**config.mk**
```make
export PLATFORM = sky130hd
export DESIGN_NAME = mag_sample_buffer
export DESIGN_NICKNAME = d
export VERILOG_FILES = /design/src/rtl/mag_sample_buffer_pkg.sv /design/src/rtl/mag_sat.sv /design/src/rtl/mag_flags.sv /design/src/rtl/mag_store.sv /design/src/rtl/mag_sample_buffer.sv
export SDC_FILE = /design/constraint.sdc
export NUM_CORES = 1
export LEC_CHECK = 0
export ABC_CLOCK_PERIOD_IN_PS = 5200
export BUFFER_PORTS_ARGS = -buffer_cell sky130_fd_sc_hd__buf_2
export CORE_MARGIN = 2
export CORE_UTILIZATION = 56
export CTS_CLUSTER_SIZE = 16
export DETAILED_ROUTE_END_ITERATION = 16
export PLACE_DENSITY = 0.85
export SYNTH_ARGS = -nofsm -noshare
export SYNTH_HDL_FRONTEND = slang
export SYNTH_SLANG_ARGS = --single-unit
export TNS_END_PERCENT = 100
```
**constraint.sdc**
```tcl
create_clock -name clk -period 5.2 [get_ports clk]
set_input_delay 1.04 -clock clk [delete_from_list [all_inputs] [get_ports clk]]
set_output_delay 1.04 -clock clk [all_outputs]
set_load 0.005 [all_outputs]
```
**src/rtl/mag_sample_buffer_pkg.sv**
```systemverilog
// Package: register addresses and stored data width shared by the buffer.
// Assumes an 8-bit host address space; only the addresses below decode.
package mag_sample_buffer_pkg;
    localparam int          DATA_W = 16;
    localparam int          AXES   = 3;
    localparam logic [7:0]  A_STAT = 8'h10;   // ready / overrun byte
    localparam logic [7:0]  A_XL   = 8'h11;   // first data byte
    localparam logic [7:0]  A_PAD  = 8'h17;   // constant-zero data byte
    localparam logic [7:0]  A_END  = 8'h18;   // closing status, ends a lock
endpackage

```
**src/rtl/mag_sat.sv**
```systemverilog
// Module: clamps one signed raw axis value to +/-LIMIT and narrows it to
// OUT_W bits. Assumes IN_W >= OUT_W and LIMIT fits in OUT_W signed bits.
module mag_sat #(
    parameter int IN_W  = 18,
    parameter int OUT_W = 16,
    parameter int LIMIT = 32752
) (
    input  logic signed [IN_W-1:0] din,
    output logic [OUT_W-1:0]       dout
);
    localparam logic signed [IN_W-1:0] HI = IN_W'(LIMIT);
    localparam logic signed [IN_W-1:0] LO = IN_W'(-LIMIT);

    // pick the limit on overshoot, else pass the value through
    always_comb begin
        if (din > HI)      dout = HI[OUT_W-1:0];
        else if (din < LO) dout = LO[OUT_W-1:0];
        else               dout = din[OUT_W-1:0];
    end
endmodule

```
**src/rtl/mag_flags.sv**
```systemverilog
// Module: ready/overrun flags, the read lock and the shadow bookkeeping.
// Emits one-cycle load controls for the storage. Assumes host read side
// effects take place at the clock edge that ends the read cycle.
module mag_flags
    import mag_sample_buffer_pkg::*;
(
    input  logic       clk,
    input  logic       rst_n,
    input  logic       cont_mode,
    input  logic       smp_valid,
    input  logic       rd_en,
    input  logic [7:0] rd_addr,
    output logic       drdy,
    output logic       dor,
    output logic       lock,
    output logic       vis_ld_smp,
    output logic       vis_ld_shd,
    output logic       shd_ld
);
    logic shv, skip;
    logic data_rd, st2_rd, clr, lock_n, rel;
    logic drdy_n, dor_n, shv_n, skip_n;

    // decode the host reads that carry side effects
    assign data_rd = rd_en && (rd_addr >= A_XL) && (rd_addr <= A_PAD);
    assign st2_rd  = rd_en && (rd_addr == A_END);
    assign clr     = data_rd || st2_rd;
    assign lock_n  = cont_mode && !st2_rd && (lock || data_rd);
    assign rel     = lock && !lock_n;

    // next-state: clear on read, commit shadow on release, then place sample
    always_comb begin
        drdy_n     = clr ? 1'b0 : drdy;
        dor_n      = clr ? 1'b0 : dor;
        shv_n      = shv;
        skip_n     = skip;
        vis_ld_smp = 1'b0;
        vis_ld_shd = 1'b0;
        shd_ld     = 1'b0;
        if (rel && shv) begin
            vis_ld_shd = 1'b1;
            drdy_n     = 1'b1;
            dor_n      = skip && cont_mode;
            shv_n      = 1'b0;
            skip_n     = 1'b0;
        end
        if (smp_valid) begin
            if (lock_n) begin
                shd_ld = 1'b1;
                skip_n = skip_n || shv_n;
                shv_n  = 1'b1;
            end else begin
                vis_ld_smp = 1'b1;
                dor_n      = dor_n || (drdy_n && cont_mode);
                drdy_n     = 1'b1;
            end
        end
    end

    // state registers
    always_ff @(posedge clk) begin
        if (!rst_n) begin
            drdy <= 1'b0;
            dor  <= 1'b0;
            lock <= 1'b0;
            shv  <= 1'b0;
            skip <= 1'b0;
        end else begin
            drdy <= drdy_n;
            dor  <= dor_n;
            lock <= lock_n;
            shv  <= shv_n;
            skip <= skip_n;
        end
    end

    a_r4_read_clears: assert property (@(posedge clk) disable iff (!rst_n)
        (rd_en && rd_addr >= A_XL && rd_addr <= A_END && !smp_valid && !(lock && shv))
        |=> (!drdy && !dor));
    a_r7_no_overrun_single: assert property (@(posedge clk) disable iff (!rst_n)
        $rose(dor) |-> $past(cont_mode));
    a_r7_no_lock_single: assert property (@(posedge clk) disable iff (!rst_n)
        !cont_mode |=> !lock);
    a_r9_shadow_held: assert property (@(posedge clk) disable iff (!rst_n)
        (smp_valid && lock && cont_mode && !(rd_en && rd_addr == A_END)) |=> shv);
    a_r3_ready_single: assert property (@(posedge clk) disable iff (!rst_n)
        (smp_valid && !cont_mode) |=> drdy);
endmodule

```
**src/rtl/mag_store.sv**
```systemverilog
// Module: visible and shadow sample registers plus the host read mux.
// Assumes at most one of the load controls selects the visible copy per
// cycle, except that a fresh sample overrides a shadow commit.
module mag_store
    import mag_sample_buffer_pkg::*;
#(
    parameter int LIMIT = 32752
) (
    input  logic                       clk,
    input  logic                       rst_n,
    input  logic [AXES-1:0][DATA_W-1:0] smp_d,
    input  logic                       smp_ovf,
    input  logic                       vis_ld_smp,
    input  logic                       vis_ld_shd,
    input  logic                       shd_ld,
    input  logic                       lock,
    input  logic                       drdy,
    input  logic                       dor,
    input  logic [7:0]                 rd_addr,
    output logic [7:0]                 rd_data
);
    logic [AXES-1:0][DATA_W-1:0] vis_q, shd_q;
    logic                        vis_ovf, shd_ovf;
    logic [7:0]                  off;

    // visible registers: fresh sample wins over shadow commit
    always_ff @(posedge clk) begin
        if (!rst_n) begin
            vis_q   <= '0;
            vis_ovf <= 1'b0;
        end else if (vis_ld_smp) begin
            vis_q   <= smp_d;
            vis_ovf <= smp_ovf;
        end else if (vis_ld_shd) begin
            vis_q   <= shd_q;
            vis_ovf <= shd_ovf;
        end
    end

    // shadow registers: newest sample under lock overwrites
    always_ff @(posedge clk) begin
        if (!rst_n) begin
            shd_q   <= '0;
            shd_ovf <= 1'b0;
        end else if (shd_ld) begin
            shd_q   <= smp_d;
            shd_ovf <= smp_ovf;
        end
    end

    // host read mux over the byte address map
    assign off = rd_addr - A_XL;
    always_comb begin
        rd_data = 8'h00;
        if (rd_addr == A_STAT)
            rd_data = {6'b0, dor, drdy};
        else if (rd_addr >= A_XL && rd_addr < A_PAD)
            rd_data = off[0] ? vis_q[off[2:1]][15:8] : vis_q[off[2:1]][7:0];
        else if (rd_addr == A_END)
            rd_data = {4'b0000, vis_ovf, 3'b100};
    end

    a_r8_locked_stable: assert property (@(posedge clk) disable iff (!rst_n)
        (lock && $past(lock)) |-> ($stable(vis_q) && $stable(vis_ovf)));

    for (genvar i = 0; i < AXES; i++) begin : g_rng
        a_r2_in_range: assert property (@(posedge clk) disable iff (!rst_n)
            ($signed(vis_q[i]) <= LIMIT) && ($signed(vis_q[i]) >= -LIMIT));
    end
endmodule

```
**src/rtl/mag_sample_buffer.sv**
```systemverilog
// Module: top of the three-axis sample buffer. Clamps raw axis values,
// tracks ready/overrun/lock and serves byte reads. Assumes smp_valid is
// a single-cycle strobe and rd_data is sampled before the read edge.
module mag_sample_buffer
    import mag_sample_buffer_pkg::*;
#(
    parameter int IN_W  = 18,
    parameter int LIMIT = 32752
) (
    input  logic                   clk,
    input  logic                   rst_n,
    input  logic                   cont_mode,
    input  logic                   smp_valid,
    input  logic signed [IN_W-1:0] smp_x,
    input  logic signed [IN_W-1:0] smp_y,
    input  logic signed [IN_W-1:0] smp_z,
    input  logic                   smp_ovf,
    input  logic                   rd_en,
    input  logic [7:0]             rd_addr,
    output logic [7:0]             rd_data
);
    logic [AXES-1:0][IN_W-1:0]   raw;
    logic [AXES-1:0][DATA_W-1:0] clamped;
    logic drdy, dor, lock, vis_ld_smp, vis_ld_shd, shd_ld;

    assign raw = {smp_z, smp_y, smp_x};

    for (genvar i = 0; i < AXES; i++) begin : g_sat
        mag_sat #(.IN_W(IN_W), .OUT_W(DATA_W), .LIMIT(LIMIT)) u_sat (
            .din  ($signed(raw[i])),
            .dout (clamped[i])
        );
    end

    mag_flags u_flags (
        .clk        (clk),
        .rst_n      (rst_n),
        .cont_mode  (cont_mode),
        .smp_valid  (smp_valid),
        .rd_en      (rd_en),
        .rd_addr    (rd_addr),
        .drdy       (drdy),
        .dor        (dor),
        .lock       (lock),
        .vis_ld_smp (vis_ld_smp),
        .vis_ld_shd (vis_ld_shd),
        .shd_ld     (shd_ld)
    );

    mag_store #(.LIMIT(LIMIT)) u_store (
        .clk        (clk),
        .rst_n      (rst_n),
        .smp_d      (clamped),
        .smp_ovf    (smp_ovf),
        .vis_ld_smp (vis_ld_smp),
        .vis_ld_shd (vis_ld_shd),
        .shd_ld     (shd_ld),
        .lock       (lock),
        .drdy       (drdy),
        .dor        (dor),
        .rd_addr    (rd_addr),
        .rd_data    (rd_data)
    );
endmodule

```
Word level (Yosys, flattened, before mapping)
Index checks and enable logic that the tools add are counted.
{"block": "totals", "regBits": 103, "word_cells": 78, "in_bits": 68}
{"block": "op_classes", "reduce_logical": 17, "addsub": 1, "order_cmp": 10, "eq_ne": 2, "mux": 35}
{"operator": "16-bit two-way mux", "n": 7}
{"operator": "48-bit two-way mux", "n": 2}
{"operator": "18-bit by 16-bit > comparator with 1-bit output, second input constant", "n": 3}
{"operator": "18-bit by 16-bit < comparator with 1-bit output, second input constant", "n": 3}
{"operator": "16-bit binary-select mux with 2-bit select", "n": 1}
{"operator": "8-bit two-way mux", "n": 3}
{"operator": "1-bit two-way mux", "n": 21}
{"operator": "8-bit by 5-bit equality test with 1-bit output, second input constant", "n": 2}
{"operator": "1-bit logical AND", "n": 10}
{"operator": "8-bit by 5-bit greater-or-equal comparator with 1-bit output, second input constant", "n": 1}
{"operator": "8-bit by 5-bit <= comparator with 1-bit output, second input constant", "n": 1}
{"operator": "8-bit by 5-bit < comparator with 1-bit output, second input constant", "n": 1}
{"operator": "1-bit logical OR", "n": 4}
{"operator": "4-bit two-way mux", "n": 1}
{"operator": "2-bit by 3-bit < comparator with 1-bit output, second input constant", "n": 1}
{"operator": "3-bit by 1-bit subtractor with 3-bit output, second input constant", "n": 1}
{"operator": "1-bit logical NOT", "n": 2}
{"operator": "2-bit nonzero test", "n": 1}

Longest topological paths before layout
Gate-level depths: netlist of run 1.
{"block": "depth", "depth_word": 13, "depth_mapped": 10}

Modules after synthesis
Synthesis of run 1 repeated with hierarchy kept, for this count alone.
{"block": "hier_totals", "hier_cells": 691, "area_unflattened_um2": 6083.3}
{"mod": "mag_store", "instances": 1, "cells_each": 490, "seq_area_each_um2": 1961.9, "area_per_inst_um2": 4705.8}
{"mod": "mag_sat", "instances": 3, "cells_each": 53, "seq_area_each_um2": 0.0, "area_per_inst_um2": 337.8}
{"mod": "mag_flags", "instances": 1, "cells_each": 42, "seq_area_each_um2": 100.1, "area_per_inst_um2": 364.1}

Least setup slack after synthesis of run 1
No wires, ideal clock.
{"block": "synth_timing", "path_kind": "in2out", "from": "input port rd_addr[0]", "to": "output port rd_data[5]", "path_buffers": 2, "arrival_ps": 3232, "path_stages": 8, "required_ps": 4160, "slack_ps": 928, "path_cell_list": "clkbuf_1 -> inv_2 -> ha_1 -> xor2_1 -> clkbuf_1 -> mux4_2 -> a21oi_1 -> nor2_1"}
{"block": "synth_via", "elab_chain_len": 6, "elab_cells_between_ends": 10, "classes_between": "1 x add/sub; 2 x order compare; 1 x eq/ne; 5 x mux; 1 x reduce/logical"}
{"item": "start: declaration", "line_no": "mag_sample_buffer.sv:19", "rtl": "input logic [7:0] rd_addr,"}
{"item": "3-bit by 1-bit subtractor with 3-bit output", "line_no": "mag_store.sv:52", "rtl": "assign off = rd_addr - A_XL;"}
{"item": "16-bit binary-select mux with 2-bit select", "line_no": "mag_store.sv:58", "rtl": "rd_data = off[0] ? vis_q[off[2:1]][15:8] : vis_q[off[2:1]][7:0];"}
{"item": "16-bit two-way mux (implied by the code)", "line_no": "mag_store.sv:58"}
{"item": "8-bit two-way mux", "line_no": "mag_store.sv:58"}
{"item": "8-bit two-way mux", "line_no": "mag_store.sv:57", "rtl": "else if (rd_addr >= A_XL && rd_addr < A_PAD)"}
{"item": "8-bit two-way mux *", "line_no": "mag_store.sv:55", "rtl": "if (rd_addr == A_STAT)"}
{"item": "end: declaration", "line_no": "mag_sample_buffer.sv:20", "rtl": "output logic [7:0] rd_data"}
Every way passes the cells marked *; elsewhere a longest branch is shown, timed or not. The select of a mux whose other input is x is not followed.

Final worst setup path of run 1
{"block": "layout_timing", "from": "input port rd_addr[0]", "to": "output port rd_data[7]"}
The elaborated chain is that of the path after synthesis.

==> results of run 1 <==
==> logic make-up (layout without fill, tap and decap cells) <==
| logic type | Yosys count | in the layout |
|---|---|---|
| simple gates | 156 | 156 |
| xor+xnor | 1 | 1 |
| compound gates | 160 | 160 |
| flops | 103 | 103 |
| fa+ha+maj | 3 | 3 |
| buf+inv | 37 | 103 |
| mux | 61 | 61 |
==> registers in the layout, indices dropped and copies added (netlist names), named ones only <==
name,flops
u_store.shd_q,48
u_flags.drdy,1
u_store.shd_ovf,1
u_store.vis_ovf,1
u_flags.shv,1
u_flags.dor,1
u_flags.lock,1
u_store.vis_q,48
==> report_power, final <==
part,leakage (nW),internal [mW],switching (mW)
Combinational,1.12,0.0753,0.112
Sequential,0.838,0.814,0.0202
Clock,0.0983,0.189,0.304
Total,2.06,1.08,0.436
==> synthesized netlist by cell type (all sizes together) (3+ instances only) <==
master,instances
a22o,4
nor3,16
or4,3
mux2i,53
nand2,48
o21ai,25
nand2b,3
mux4,8
o221a,4
o2bb2ai,25
o22ai,46
a31oi,7
dfxtp,103
nor2,44
clkbuf,21
nor4,9
ha,3
and3,3
a21oi,37
nor4b,3
buf,11
inv,5
nand4,9
nand3,11
==> through the flow <==
| step | hold WS, ns | setup slack, ns | area, sq um | std cells |
|---|---|---|---|---|
| after floorplan | 0.432 | 0.928 | 4810 | 521 |
| after detailed placement | 0.447 | 1.02 | 5220 | 676 |
| after global routing | 0.490 | 0.920 | 5410 | 692 |
| after CTS | 0.479 | 1.09 | 5410 | 692 |
| after global placement | 0.444 | 1.17 | 5220 | 676 |
| final | 0.478 | 1.08 | 5410 | 692 |
==> cell type report <==
cell class	count	area (sq um)
Fill cell	675	2850
Multi-Input combinational cell	381	2580
Sequential cell	103	2060
Timing Repair Buffer	82	428
Tap cell	105	131
Clock buffer	9	124
Clock inverter	7	71.3
Inverter	5	18.8
==> worst max-delay path, stage by stage <==
cell	delay [ns]
buf_2	0.27
inv_2	0.20
ha_1	0.29
xor2_1	0.15
buf_4	0.25
mux4_2	0.52
a21oi_1	0.17
nor2_1	0.06
buf_2	0.13
==> worst min path at each step <==
stage	slack, ns	end	cells past startpoint
global placement	0.44	u_store.shd_q[42]$_SDFFE_PN0P_	1
CTS	0.48	u_store.shd_q[38]$_SDFFE_PN0P_	1
finish	0.48	u_store.shd_q[22]$_SDFFE_PN0P_	1
detailed placement	0.45	u_store.shd_q[44]$_SDFFE_PN0P_	1
floorplan	0.43	u_store.shd_q[21]$_SDFFE_PN0P_	1
global route	0.49	u_store.shd_q[22]$_SDFFE_PN0P_	1
==> per-layer routing <==
metal  wire (um)  up-vias  share of wire (%)  GRT usage (%)
met5           0        -                  0              0
met4         326        0                2.5           9.43
met3        1130       23                8.6           8.24
met2        6100      213                 47           44.3
met1        5540     2160                 42           36.0
li1            -     2108                  -              -
==> key figures, run 1 <==
Status
  • Status: finished clean

Min path
  • Worst hold-check path type: register to register
  • Hold Path Origin: u_store.shd_q[22]$_SDFFE_PN0P_

Floorplanning
  • Die footprint: 9340 sq um
  • # rows: 33
  • IO Count: 76
  • Die Ht: 96.7 um
  • Starting Density: 58.2%
  • Core footprint: around 8300 sq um
  • Die W: a little under 100 um

Route
  • Initial DRC Count: 397
  • Vias per cell: between 6 and 7
  • ANT nets after route: 0
  • Vias: 4,504
  • Routed WL: 13,100 um
  • Detailed Routing Iterations Pass 1: 5
  • WL/cell: around 19 um
  • DRC Markers: 0

Synthesis
  • Mux contribution to synthesized area: 14.8%
  • Fraction of registers with async set/reset: 0%
  • Compound-Gate Fraction of Synth Area: between 20 and 25%
  • Synthesized area per cell: 9.23 sq um
  • Netlist cell types: 46
  • Synth top area share: 42.9%
  • Simple-Gate Fraction of Synth Area: 15.7%
  • Yosys warns: 0
  • Post-Syn Instances: 521
  • Synth Area in XOR/XNOR: 0.182%
  • Area leader, netlist: dfxtp_1
  • Synth Net Count: around 590
  • EDFF count, synth: 0
  • Top_reg_cell synth: dfxtp_1
  • Sequential share of the synthesized area: 42.9%
  • Synthesized flop and latch total: 103
  • Post-Syn Area: 4810 sq um
  • Largest family of logic cells by synthesized area: compound AO/OA/AOI/OAI gates
  • Top post-synthesis cells by area: dfxtp_1 43%, mux2i_1 11%, o22ai_1 6.0%
  • Post-Synth Adder-Cell Area: 0.781%

STA
  • Crit share post-route: 79.3%
  • Max Clk Rate: approximately 240 MHz
  • Min cycle time layout: 4.12 ns
  • Clock Skew: 0.0116 ns
  • RSZ-0062 raised after global routing: no
  • Slew margin rel.: 36.0%
  • Final Setup Violations: 0
  • TNS Setup: 0 ns
  • Final hold violations: 0
  • Slew at the pin closest to its max-slew limit: roughly 0.96 ns
  • Max Slew Vio Count: 0

Layout
  • Most common cell after layout, fill and taps aside: dfxtp_1
  • Syn-to-layout area delta: 12.5%
  • Nets: 653
  • Final core utilization: 65.5%
  • ANT cells: 0
  • Most frequent cells in the layout: 103 x dfxtp_1, 75 x buf_2, 53 x mux2i_1
  • Share of post-route cells with drive strength above 1: 20.3%

Placed design
  • Port bufs: 75
  • Dpl hpwl: approximately 9600 um
  • Placer Congestion: 0.856

CTS
  • Worst-skew pair later-pin latency: 0.37 ns
  • Number of CTS-inserted buffers: 9
  • H-tree depth: 3
  • Cts hold-fix bufs: 0
  • Clock root buffer: clkbuf_8
  • CTS tree: built
  • Setup bufs post-CTS: 0
  • Clock tree sinks: around 100
  • Worst-path clk slew: around 0.11 ns
  • Clock Path Buffers: 2
  • Post-CTS resize count: 0

Power and ir drop
  • P per Cell Area: 280 nW/um^2
  • Leakage: 2.06 nW
  • Peak supply drop: approximately 0.19 mV
  • Pwr Total: 1.51 mW

Run
  • Max-Cap Viols: 0

Global routing
  • Number of global-route vias before repair: 4,292
  • Largest net degree at the start of global routing: 44
  • GR Util All Layers: between 20% and 30%
  • Initial antenna violation count: 0
  • First-pass GRT wire length: between 20,000 and 25,000 um
  • Total gr overflow: 0

Critical path
  • R2R Setup Slk: 2.70 ns
  • WS Path Type: primary input to output port
  • Reg2reg start: u_flags.lock$_SDFF_PN0_
  • Crit path to: rd_data[7]
  • Maximum fanout along the worst path: 16
  • Worst setup EP type: output port
  • R2r worst-path depth: 5
  • Crit. Startpoint: rd_addr[0]
  • Reg2reg end: u_store.shd_q[30]$_SDFFE_PN0P_
  • Critical Path Start Type: primary input
  • CP required: 4.16 ns
  • Crit path arrival time: 3.08 ns
No activity file was read; power rests on OpenSTA's default activity.
==> run 2, diff against run 1 <==
--- a/config.mk
+++ b/config.mk
@@ -5,13 +5,13 @@
 export SDC_FILE = /design/constraint.sdc
 export NUM_CORES = 1
 export LEC_CHECK = 0
-export ABC_CLOCK_PERIOD_IN_PS = 5200
+export ABC_CLOCK_PERIOD_IN_PS = 3600
 export BUFFER_PORTS_ARGS = -buffer_cell sky130_fd_sc_hd__buf_2
 export CORE_MARGIN = 2
-export CORE_UTILIZATION = 56
+export CORE_UTILIZATION = 51
 export CTS_CLUSTER_SIZE = 16
 export DETAILED_ROUTE_END_ITERATION = 16
-export PLACE_DENSITY = 0.85
+export PLACE_DENSITY = 0.82
 export SYNTH_ARGS = -nofsm -noshare
 export SYNTH_HDL_FRONTEND = slang
 export SYNTH_SLANG_ARGS = --single-unit
==> constraint.sdc (replaced) <==
create_clock -name clk -period 3.6 [get_ports clk]
set_input_delay 0.72 -clock clk [delete_from_list [all_inputs] [get_ports clk]]
set_output_delay 0.72 -clock clk [all_outputs]
set_load 0.005 [all_outputs]
==> key figures, run 2 (synthesized netlist as in run 1, its figures left out) <==
CTS
  • Clock tree sinks: 103 (unchanged)
  • Number of CTS-inserted buffers: 9 (unchanged)
  • Clock Path Buffers: 2 (unchanged)
  • Post-CTS resize count: 0 (unchanged)
  • Setup bufs post-CTS: 0 (unchanged)
  • Worst-path clk slew: 0.09 ns (-0.02 ns)
  • CTS tree: built
  • Worst-skew pair later-pin latency: 0.37 ns (about the same)
  • Clock root buffer: clkbuf_8
  • H-tree depth: 3 (unchanged)
  • Cts hold-fix bufs: 0 (unchanged)

STA
  • Final Setup Violations: 0 (unchanged)
  • Max Slew Vio Count: 0 (unchanged)
  • Slew at the pin closest to its max-slew limit: 1.15 ns (+0.192 ns)
  • Clock Skew: 0.00712 ns (-0.00449 ns)
  • RSZ-0062 raised after global routing: no
  • Crit share post-route: approximately nine tenths
  • Final hold violations: 0 (unchanged)
  • Slew margin rel.: 22.5% (-13 points)
  • Worst hold slack: 0.471 ns (-0.00667 ns)
  • TNS Setup: 0 ns (unchanged)
  • Max Clk Rate: around 310 MHz
  • Min cycle time layout: about 3.2 ns

Global routing
  • Largest net degree at the start of global routing: 39 (-11%)
  • Total gr overflow: 0 (unchanged)
  • Number of global-route vias before repair: 4,350 (+1.4%)
  • GR Util All Layers: 26.5% (-1.2 points)
  • First-pass GRT wire length: 21,500 um (+1.3%)
  • Initial antenna violation count: 0 (unchanged)

Status
  • Status: finished clean

Layout
  • Most common cell after layout, fill and taps aside: dfxtp_1
  • Nets: 662 (+1.4%)
  • Most frequent cells in the layout: 103 x dfxtp_1, 75 x buf_2, 53 x mux2i_1
  • Syn-to-layout area delta: 14.6%
  • ANT cells: 0 (unchanged)
  • Fin area: 5510 sq um (+1.8%)
  • Share of post-route cells with drive strength above 1: 21.3% (+1.1 points)
  • Largest regs: u_store.shd_q x48, u_store.vis_q x48
  • Final core utilization: 59.9% (-5.6 points)

Route
  • Detailed Routing Iterations Pass 1: 5 (unchanged)
  • WL/cell: 18.8 um (-0.40%)
  • DRC Markers: 0 (unchanged)
  • Routed WL: 13,300 um (+1.6%)
  • Vias per cell: 6.49 (-0.29%)
  • Vias: 4,582 (+1.7%)
  • ANT nets after route: 0 (unchanged)
  • Initial DRC Count: 456 (+15%)

Floorplanning
  • Core footprint: 9200 sq um (+11%)
  • Die footprint: 10,200 sq um (+9.4%)
  • Die Ht: 101 um (+4.6%)
  • Die W: 101 um (+4.6%)
  • Starting Density: 52.3% (-5.9 points)
  • IO Count: 76 (unchanged)
  • # rows: 35 (+6.1%)

Power and ir drop
  • Peak supply drop: 0.236 mV (+23%)
  • P per Cell Area: 410 nW/um^2 (+46%)
  • Leakage: 2.11 nW (+2.6%)

Critical path
  • CP required: 2.88 ns (-1.28 ns)
  • Critical Path Start Type: primary input
  • Crit path arrival time: 2.51 ns (-0.57 ns)
  • WS Path Type: primary input to output port
  • Maximum fanout along the worst path: 9 (-7)
  • Worst setup EP type: output port

Run
  • Max-Cap Viols: 0 (unchanged)

Placed design
  • Placer Congestion: 0.892 (+4.1%)
  • Placed inst area: 5300 sq um (+1.6%)
  • Port bufs: 75 (unchanged)
  • Dpl hpwl: 10,100 um (+4.7%)

Min path
  • Worst hold-check path type: register to register
-- run 2: layer usage --
| layer | GRT usage [%] | share of wire (%) | vias up |
|---|---|---|---|
| li1 | - | - | 2120 |
| met1 | 35.7 | 43 | 2238 |
| met2 | 43.5 | 47 | 190 |
| met3 | 5.55 | 6.8 | 34 |
| met4 | 7.28 | 3.1 | 0 |
| met5 | 0 | 0 | - |
-- run 2: worst paths after layout --
path              slack, ns                            from  cells past startpoint                             end
setup / recovery       0.37                      rd_addr[1]                      8                      rd_data[7]
hold / removal         0.47  u_store.shd_q[43]$_SDFFE_PN0P_                      1  u_store.shd_q[43]$_SDFFE_PN0P_
setup reg to reg       1.20         u_flags.lock$_SDFF_PN0_                      6  u_store.shd_q[11]$_SDFFE_PN0P_
hold reg to reg        0.47  u_store.shd_q[43]$_SDFFE_PN0P_                      1  u_store.shd_q[43]$_SDFFE_PN0P_
-- run 2: layout make-up --
class	count	area (sq um)
fillers	799	3690
flip-flops and latches	103	2060
multi-input cells	381	2580
well taps	111	139
clock buffers	10	128
inverters	5	18.8
clock inverters	5	82.6
repair buffers	91	495
-- run 2: metrics by stage --
step | setup slack, ns | std cells | total power [mW]
2_1_floorplan | 0.0942 | 521 | 1.38
3_3_place_gp | 0.323 | 691 | 1.49
3_5_place_dp | 0.206 | 691 | 1.50
4_1_cts | 0.387 | 706 | 2.26
5_1_grt | 0.213 | 706 | 2.34
6_report | 0.367 | 706 | 2.26
-- run 2: where the power goes --
group          internal (mW)  switching (mW)  total [mW]
logic                  0.114           0.165       0.280
registers               1.17          0.0277        1.20
clock network          0.391           0.385       0.776
total                   1.68           0.578        2.26
-- run 2: critical path: stages --
cell     delay, ns
buf_2         0.11
inv_1         0.07
ha_1          0.24
xor2_2        0.47
mux4_2        0.56
a21oi_1       0.15
nor2_1        0.05
buf_2         0.14
==> run 3, diff against run 2 <==
--- a/config.mk
+++ b/config.mk
@@ -5,13 +5,14 @@
 export SDC_FILE = /design/constraint.sdc
 export NUM_CORES = 1
 export LEC_CHECK = 0
-export ABC_CLOCK_PERIOD_IN_PS = 3600
+export ABC_CLOCK_PERIOD_IN_PS = 3850
 export BUFFER_PORTS_ARGS = -buffer_cell sky130_fd_sc_hd__buf_2
 export CORE_MARGIN = 2
-export CORE_UTILIZATION = 51
+export CORE_UTILIZATION = 60
 export CTS_CLUSTER_SIZE = 16
 export DETAILED_ROUTE_END_ITERATION = 16
-export PLACE_DENSITY = 0.82
+export GPL_TIMING_DRIVEN = 0
+export PLACE_DENSITY = 0.9
 export SYNTH_ARGS = -nofsm -noshare
 export SYNTH_HDL_FRONTEND = slang
 export SYNTH_SLANG_ARGS = --single-unit
==> constraint.sdc (replaced) <==
create_clock -name clk -period 3.85 [get_ports clk]
set_input_delay 0.77 -clock clk [delete_from_list [all_inputs] [get_ports clk]]
set_output_delay 0.77 -clock clk [all_outputs]
set_load 0.005 [all_outputs]
==> key figures, run 3 (synthesized netlist as in run 1, its figures left out) <==
Status
  • Status: finished clean

Route
  • DRC Markers: 0 (unchanged)
  • Vias per cell: 6.70 (+3.3%)
  • Detailed Routing Iterations Pass 1: 5 (unchanged)
  • Initial DRC Count: 553 (+21%)
  • Vias: 4,779 (+4.3%)
  • Routed WL: 14,100 um (+6.2%)
  • ANT nets after route: 0 (unchanged)
  • WL/cell: 19.8 um (+5.2%)

Layout
  • Syn-to-layout area delta: 15.9%
  • Nets: 678 (+2.4%)
  • Fin area: 5570 sq um (+1.1%)
  • ANT cells: 0 (unchanged)
  • Share of post-route cells with drive strength above 1: 20.3% (-1.0 points)
  • Largest regs: u_store.shd_q x48, u_store.vis_q x48
  • Most frequent cells in the layout: 103 x dfxtp_1, 80 x buf_2, 53 x mux2i_1
  • Most common cell after layout, fill and taps aside: dfxtp_1

CTS
  • Cts hold-fix bufs: 0 (unchanged)
  • Worst-skew pair later-pin latency: 0.38 ns (about the same)
  • Clock Path Buffers: 2 (unchanged)
  • CTS tree: built
  • Clock tree sinks: 103 (unchanged)
  • Clock root buffer: clkbuf_8
  • H-tree depth: 3 (unchanged)
  • Worst-path clk slew: 0.09 ns (about the same)
  • Number of CTS-inserted buffers: 9 (unchanged)

Critical path
  • CP required: 3.08 ns (+0.20 ns)
  • Crit path arrival time: 2.88 ns (+0.37 ns)
  • CP peak stage delay: 0.52 ns (-0.04 ns)
  • Cells along the critical path: buf_2 -> inv_4 -> ha_1 -> xor2_4 -> buf_4 -> mux4_2 -> a21oi_1 -> nor2_1 -> buf_2
  • Maximum fanout along the worst path: 11 (+2)
  • Critical-path top delay cell: mux4_2
  • WS Path Type: primary input to output port
  • Critical Path Start Type: primary input
  • Worst setup EP type: output port
  • Critical path's most frequent cell: buf_2

Global routing
  • Initial antenna violation count: 0 (unchanged)
  • Total gr overflow: 0 (unchanged)
  • Number of global-route vias before repair: 4,515 (+3.8%)
  • GR Util All Layers: 32.8% (+6.3 points)
  • First-pass GRT wire length: 22,100 um (+3.1%)
  • Largest net degree at the start of global routing: 17 (-56%)

STA
  • Min cycle time layout: 3.65 ns
  • Final hold violations: 0 (unchanged)
  • Crit share post-route: a little over nine tenths
  • Worst hold slack: 0.480 ns (+0.00846 ns)
  • Final Setup Violations: 0 (unchanged)
  • Max Clk Rate: 274 MHz
  • RSZ-0062 raised after global routing: no
  • Slew at the pin closest to its max-slew limit: 0.859 ns (-0.290 ns)
  • Worst setup margin: 0.198 ns (-0.169 ns)
  • Slew margin rel.: 42.4% (+20 points)
  • Max Slew Vio Count: 0 (unchanged)
  • Clock Skew: 0.0101 ns (+0.00302 ns)

Floorplanning
  • # rows: 32 (-8.6%)
  • Die footprint: 8750 sq um (-14%)
  • Core footprint: 7730 sq um (-16%)
  • Die Ht: 93.5 um (-7.5%)
  • Starting Density: 62.2% (+9.9 points)
  • IO Count: 76 (unchanged)
  • Die W: 93.5 um (-7.5%)

Run
  • Max-Cap Viols: 0 (unchanged)

Power and ir drop
  • Leakage: 2.12 nW (+0.62%)
  • P per Cell Area: 390 nW/um^2 (-4.9%)
  • Peak supply drop: 0.285 mV (+21%)

Placed design
  • Pre-CTS WS: -0.884 ns (-1.09 ns)
  • Placed inst area: 5300 sq um (about the same)
  • Dpl hpwl: 10,300 um (+2.3%)
  • Port bufs: 73 (-2.7%)
  • Placer Congestion: 0.898 (+0.70%)

Min path
  • Worst hold-check path type: register to register
-- run 3: cell count changes in the layout (fill, tap and decap cells not counted), moves of 2 or more --
| cell | delta |
|---|---|
| buf_2 | +5 |
| buf_4 | -13 |
| buf_6 | +4 |
| clkbuf_8 | +2 |
| clkbuf_1 | +18 |
-- run 3: layout make-up --
type / count / area, sq um
Timing Repair Buffer: 76 / 388
Clock inverter: 4 / 77.6
Sequential cell: 103 / 2060
Clock buffer: 11 / 151
Fill cell: 543 / 2160
Tap cell: 102 / 128
Inverter: 5 / 21.3
Multi-Input combinational cell: 381 / 2590
Buffer: 31 / 156
-- run 3: final timing paths --
| path | start | slack [ns] | to | depth (start not counted) |
|---|---|---|---|---|
| setup / recovery | rd_addr[0] | 0.20 | rd_data[7] | 9 |
| hold / removal | u_store.shd_q[25]$_SDFFE_PN0P_ | 0.48 | u_store.shd_q[25]$_SDFFE_PN0P_ | 1 |
| setup reg to reg | u_flags.lock$_SDFF_PN0_ | 1.47 | u_store.shd_q[2]$_SDFFE_PN0P_ | 5 |
| hold reg to reg | u_store.shd_q[25]$_SDFFE_PN0P_ | 0.48 | u_store.shd_q[25]$_SDFFE_PN0P_ | 1 |
-- run 3: timing repair --
action / 4_1_cts / 5_1_grt
gates resized for setup: 3 / 2
pin swaps: 0 / 1
gates cloned: 0 / 0
buffers inserted: 0 / 3
endpoints found under the setup margin: 8 / 2
-- run 3: critical path, delay by kind of cell --
family | cells | cell delay [ns]
mux | 1 | 0.52
xor+xnor | 1 | 0.27
buf+inv | 4 | 0.75
compound gates | 1 | 0.18
fa+ha+maj | 1 | 0.32
simple gates | 1 | 0.05
-- run 3: per-layer routing --
metal / track usage, % / vias to the layer above / routed length (um)
met2: 54.7 / 300 / 6770
met4: 15.3 / 0 / 554
li1: - / 2149 / -
met3: 5.96 / 50 / 1230
met5: 0 / - / 0
met1: 41.1 / 2280 / 5570
-- run 3: where the power goes --
group          switching (mW)  leakage [nW]  total, mW  internal [mW]
clock network           0.370         0.116      0.772          0.402
logic                   0.169          1.17      0.278          0.108
registers              0.0229         0.838       1.12           1.10
-- run 3: through the flow --
step	cells	setup TNS, ns	utilization [%]	power [mW]
2_1_floorplan	521	0	-	1.29
3_3_place_gp	696	-11.68	68.6	1.39
3_5_place_dp	696	-14.84	68.6	1.40
4_1_cts	710	0	71.8	2.15
5_1_grt	713	0	72.1	2.23
6_report	713	0	72.1	2.17
